File: src/rtl/rx_gate_pkg.sv
package rx_gate_pkg;

  // Categories a frame can fall in; each needs its copy enable to be kept.
  localparam int CAT_N    = 3;
  localparam int CAT_CTRL = 0;
  localparam int CAT_SMALL = 1;
  localparam int CAT_ERR  = 2;

  typedef logic [CAT_N-1:0] rx_cat_t;

  typedef struct packed {
    logic fragment;
    logic undersized;
    logic error;
    logic control;
  } rx_footer_t;

endpackage

File: src/rtl/rx_frame_classifier.sv
module rx_frame_classifier
  import rx_gate_pkg::*;
#(
  parameter int LEN_W   = 16,
  parameter int MIN_LEN = 64
) (
  input  logic [LEN_W-1:0] frame_len,
  input  logic             crc_err,
  input  logic             align_err,
  input  logic             code_err,
  input  logic             is_ctrl,
  input  logic             is_pause,
  output rx_cat_t          cat,
  output logic             pause_ok
);

  localparam logic [LEN_W-1:0] MIN_LEN_V = LEN_W'(MIN_LEN);

  logic small_f;
  logic err_f;
  logic ctrl_f;

  always_comb begin
    small_f = (frame_len < MIN_LEN_V);
    err_f   = crc_err | align_err | code_err;
    ctrl_f  = is_ctrl | is_pause;
    cat            = '0;
    cat[CAT_CTRL]  = ctrl_f;
    cat[CAT_SMALL] = small_f;
    cat[CAT_ERR]   = err_f;
    // Only a well-formed, full-length pause frame may stall the transmitter.
    pause_ok = is_pause & ~err_f & ~small_f;
  end

endmodule

File: src/rtl/rx_keep_policy.sv
module rx_keep_policy
  import rx_gate_pkg::*;
(
  input  logic       clk,
  input  logic       rst,
  input  logic       eof_valid,
  input  rx_cat_t    cat,
  input  rx_cat_t    cat_en,
  output logic       verdict_valid,
  output logic       keep,
  output rx_footer_t footer
);

  rx_cat_t    cat_pass;
  logic       keep_d;
  rx_footer_t footer_d;

  // A category passes when the frame is not in it or when it is enabled.
  for (genvar g = 0; g < CAT_N; g++) begin : g_cat
    assign cat_pass[g] = ~cat[g] | cat_en[g];
  end

  always_comb begin
    keep_d              = eof_valid & (&cat_pass);
    footer_d.fragment   = keep_d & cat[CAT_SMALL] & cat[CAT_ERR];
    footer_d.undersized = keep_d & cat[CAT_SMALL] & ~cat[CAT_ERR];
    footer_d.error      = keep_d & cat[CAT_ERR];
    footer_d.control    = keep_d & cat[CAT_CTRL];
  end

  always_ff @(posedge clk) begin
    if (rst) begin
      verdict_valid <= 1'b0;
      keep          <= 1'b0;
      footer        <= '0;
    end else begin
      verdict_valid <= eof_valid;
      keep          <= keep_d;
      footer        <= footer_d;
    end
  end

endmodule

File: src/rtl/rx_pause_trigger.sv
module rx_pause_trigger (
  input  logic clk,
  input  logic rst,
  input  logic eof_valid,
  input  logic pause_ok,
  input  logic rx_flow_en,
  output logic pause_go
);

  always_ff @(posedge clk) begin
    if (rst) pause_go <= 1'b0;
    else     pause_go <= eof_valid & pause_ok & rx_flow_en;
  end

endmodule

File: src/rtl/rx_frame_gate.sv
module rx_frame_gate
  import rx_gate_pkg::*;
#(
  parameter int LEN_W   = 16,
  parameter int MIN_LEN = 64
) (
  input  logic             clk,
  input  logic             rst,
  input  logic             eof_valid,
  input  logic [LEN_W-1:0] frame_len,
  input  logic             crc_err,
  input  logic             align_err,
  input  logic             code_err,
  input  logic             is_ctrl,
  input  logic             is_pause,
  input  logic             copy_ctrl_en,
  input  logic             copy_short_en,
  input  logic             copy_err_en,
  input  logic             rx_flow_en,
  output logic             verdict_valid,
  output logic             keep,
  output logic             ftr_fragment,
  output logic             ftr_undersized,
  output logic             ftr_error,
  output logic             ftr_control,
  output logic             pause_go
);

  rx_cat_t    cat;
  rx_cat_t    cat_en;
  logic       pause_ok;
  rx_footer_t footer;

  always_comb begin
    cat_en            = '0;
    cat_en[CAT_CTRL]  = copy_ctrl_en;
    cat_en[CAT_SMALL] = copy_short_en;
    cat_en[CAT_ERR]   = copy_err_en;
  end

  rx_frame_classifier #(
    .LEN_W  (LEN_W),
    .MIN_LEN(MIN_LEN)
  ) u_class (
    .frame_len(frame_len),
    .crc_err  (crc_err),
    .align_err(align_err),
    .code_err (code_err),
    .is_ctrl  (is_ctrl),
    .is_pause (is_pause),
    .cat      (cat),
    .pause_ok (pause_ok)
  );

  rx_keep_policy u_policy (
    .clk          (clk),
    .rst          (rst),
    .eof_valid    (eof_valid),
    .cat          (cat),
    .cat_en       (cat_en),
    .verdict_valid(verdict_valid),
    .keep         (keep),
    .footer       (footer)
  );

  rx_pause_trigger u_pause (
    .clk       (clk),
    .rst       (rst),
    .eof_valid (eof_valid),
    .pause_ok  (pause_ok),
    .rx_flow_en(rx_flow_en),
    .pause_go  (pause_go)
  );

  assign ftr_fragment   = footer.fragment;
  assign ftr_undersized = footer.undersized;
  assign ftr_error      = footer.error;
  assign ftr_control    = footer.control;

endmodule

File: config.mk
export PLATFORM = sky130hd
export DESIGN_NAME = rx_frame_gate
export DESIGN_NICKNAME = d
export VERILOG_FILES = /design/src/rtl/rx_gate_pkg.sv /design/src/rtl/rx_frame_classifier.sv /design/src/rtl/rx_keep_policy.sv /design/src/rtl/rx_pause_trigger.sv /design/src/rtl/rx_frame_gate.sv
export SDC_FILE = /design/constraint.sdc
export NUM_CORES = 1
export LEC_CHECK = 0
export BUFFER_PORTS_ARGS = -buffer_cell sky130_fd_sc_hd__buf_2
export CAP_MARGIN = 25
export CORE_AREA = 2 2 39 41
export CTS_BUF_LIST = sky130_fd_sc_hd__clkbuf_2 sky130_fd_sc_hd__clkbuf_4 sky130_fd_sc_hd__clkbuf_8
export CTS_CLUSTER_SIZE = 24
export DETAILED_ROUTE_END_ITERATION = 7
export DIE_AREA = 0 0 41 43
export GPL_ROUTABILITY_DRIVEN = 1
export PLACE_DENSITY_LB_ADDON = 0.15
export SLEW_MARGIN = 40
export SYNTH_ARGS = -nofsm -noshare
export SYNTH_HDL_FRONTEND = slang
export SYNTH_SLANG_ARGS = --single-unit
File: constraint.sdc
create_clock -name clk -period 1.2 [get_ports clk]
set_input_delay 0.06 -clock clk [delete_from_list [all_inputs] [get_ports clk]]
set_output_delay 0.06 -clock clk [all_outputs]
set_load 0.02 [all_outputs]
==> results.json <==
{
  "fmax_ghz": 0.907,
  "synth_edf_count": 0,
  "setup_tns_ps": 0,
  "postPlaceCellArea_sq_um": 450,
  "ys_async_sr_fraction_pct": 0,
  "powerDensity_nw_per_um2": 1110,
  "yosysUniqueCellTypes": 14,
  "drive_gt1_share_pct": 62.9,
  "drt_wl_total_um": 623,
  "end_kind": "flop",
  "synth_mux_area_share_pct": 0,
  "syn_avg_cell_area_sq_um": 9.92,
  "track_usage_pct": 8.65,
  "cts_setup_buffers": 0,
  "finalPower_w": 0.000532,
  "yosys.area.top_type": "dfxtp_1",
  "die_x_um": 41,
  "drt_iter0_markers": 1,
  "cp.required_ps": 1360,
  "place_congestion": 0.744,
  "yosys.area.top_type_share_pct": 52.3,
  "synth_compound_area_share_pct": 1.87,
  "io_buffers": 28,
  "slew_viol_final": 0,
  "synthesis.area_sq_um": 268,
  "netlist_top_cells_area": "dfxtp_1, nor3_1, nor2b_1",
  "start_kind": "input port",
  "synth_fp_nets": 55,
  "n_antenna_cell": 0,
  "worst-path-max-fanout": 3,
  "nFillCells": 159,
  "viasPerCell": 4.10,
  "tightest_slew_ps": 515,
  "initial_core_util_pct": 19.3,
  "fin_area_sq_um": 480,
  "hold_class": "in -> reg",
  "irDropWorstVdd_uv": 306,
  "hpwl_um": 560,
  "synthAdderAreaFrac_pct": 0,
  "core-area_sq_um": 1380,
  "rsz0062_at_grt": "no",
  "setup_viol": 0,
  "clk_path_buf_depth": 2,
  "hold_buffers": 0,
  "status": "finished, final reports clean",
  "max_cap_violations": 0,
  "grt_pass1_vias": 263,
  "relSlewSlack_pct": 65.3,
  "grt_max_degree": 6,
  "synthCells": 27,
  "synth_top_family_by_area": "simple AND/OR/NAND/NOR gates",
  "die_height_um": 43,
  "grt.overflow.total": 0,
  "dieArea_sq_um": 1760,
  "hold_viol_final": 0,
  "leakagePower_nw": 0.237,
  "fin_crit_ps": 1100,
  "seq_area_frac_synth_pct": 52.3,
  "crit_type": "in -> reg",
  "fin_crit_sh_pct": 91.9,
  "hold_end": "u_policy.footer[0]",
  "grt_pass1_wl_um": 903,
  "cts-resized-gates": 0,
  "cts_tree": "built",
  "drtPass1Iterations": 2,
  "row_count": 14,
  "antenna_found_initial": 0,
  "hold_depth": 3,
  "nets": 91,
  "cts_buffers": 3,
  "routedWlPerCell_um": 7.99,
  "clk_pin_slew_worst_paths_ps": 50,
  "synth-main-ff-cell": "dfxtp_1",
  "synth.most_common_cell": "dfxtp_1",
  "synthTopCellsByCount": "dfxtp_1, nand2_1, nor3_1",
  "yosys_warnings": 0,
  "num_vias": 320,
  "synth-seq-cells": 7,
  "hp-start": "copy_ctrl_en",
  "drc": 0,
  "htreeDepth": 1,
  "synth_xor_area_share_pct": 0,
  "num_io_pins": 35,
  "cts_sinks": 7,
  "area_growth_pct": 79.4,
  "synthSimpleGateAreaFrac_pct": 45.8,
  "cts_root_buf": "clkbuf_4",
  "ant_nets": 0,
  "arrival_ps": 1270
}
-- power breakdown --
part	internal, W	switching (W)	total, W
Combinational	0.0000388	0.0000304	0.0000693
Clock	0.000149	0.0000749	0.000224
Sequential	0.000238	0.000000891	0.000239
-- cell usage in the layout, fill, tap and decap left out, drive strengths merged --
master / instances
clkbuf: 4
nor2: 2
o21ai: 1
nor4b: 1
nor2b: 2
or2: 1
dfxtp: 7
nor3: 3
nor4: 3
nand2: 3
or3: 1
buf: 31
nand4: 1
or4: 2
-- registers in the layout, indices dropped and copies added, names as in the netlist --
| name | cells |
|---|---|
| u_pause.pause_go | 1 |
| u_policy.verdict_valid | 1 |
| u_policy.keep | 1 |
| u_policy.footer | 4 |
-- metrics by stage --
| stage | std cells | setup slack (ps) | hold WS, ps | utilization, % |
|---|---|---|---|---|
| 6_report | 78 | 97.3 | 47.0 | 34.7 |
| 3_3_place_gp | 74 | -141 | 304 | 32.5 |
| 5_1_grt | 78 | 69.4 | 43.9 | 34.7 |
| 2_1_floorplan | 27 | -16.7 | 163 | - |
| 4_1_cts | 78 | 112 | 39.0 | 34.7 |
| 3_5_place_dp | 74 | -145 | 300 | 32.5 |
-- metal layers --
metal / GRT usage (%) / routed length (um) / vias up
met1: 6.47 / 219 / 126
met5: 0 / 0 / -
met3: 3.14 / 66 / 2
met2: 12.2 / 310 / 20
met4: 14.0 / 27 / 0
li1: - / - / 172
-- cell type report --
type / instances / area, sq um / share of cell area [%]
clock buffers: 4 / 30.0 / 6.25
multi-input cells: 20 / 128 / 26.6
flip-flops and latches: 7 / 140 / 29.2
well taps: 16 / 20.0 / 4.17
repair buffers: 31 / 163 / 33.9
-- cell families (layout without fill, tap and decap cells) --
logic type,after synthesis,after routing
and+or+nand+nor,19,19
DFF,7,7
AOI/OAI and AO/OA,1,1
buffers and inverters,0,35
-- worst max-delay path, stage by stage --
cell	delay, ps
buf_2	100
or4_4	520
or3_4	410
nor3_1	180
-- worst max-delay path by stage --
stage / start / to / slack (ps) / cells after the start
5_1_grt: frame_len[11] / u_policy.footer[2] / 70 / 4
3_5_place_dp: frame_len[11] / u_policy.footer[2] / -150 / 4
2_1_floorplan: frame_len[11] / u_pause.pause_go / -20 / 3
3_3_place_gp: frame_len[11] / u_policy.footer[2] / -140 / 4
6_report: frame_len[11] / u_policy.footer[2] / 100 / 4
4_1_cts: frame_len[11] / u_policy.footer[2] / 110 / 4
(Power assumes the default switching activity.)
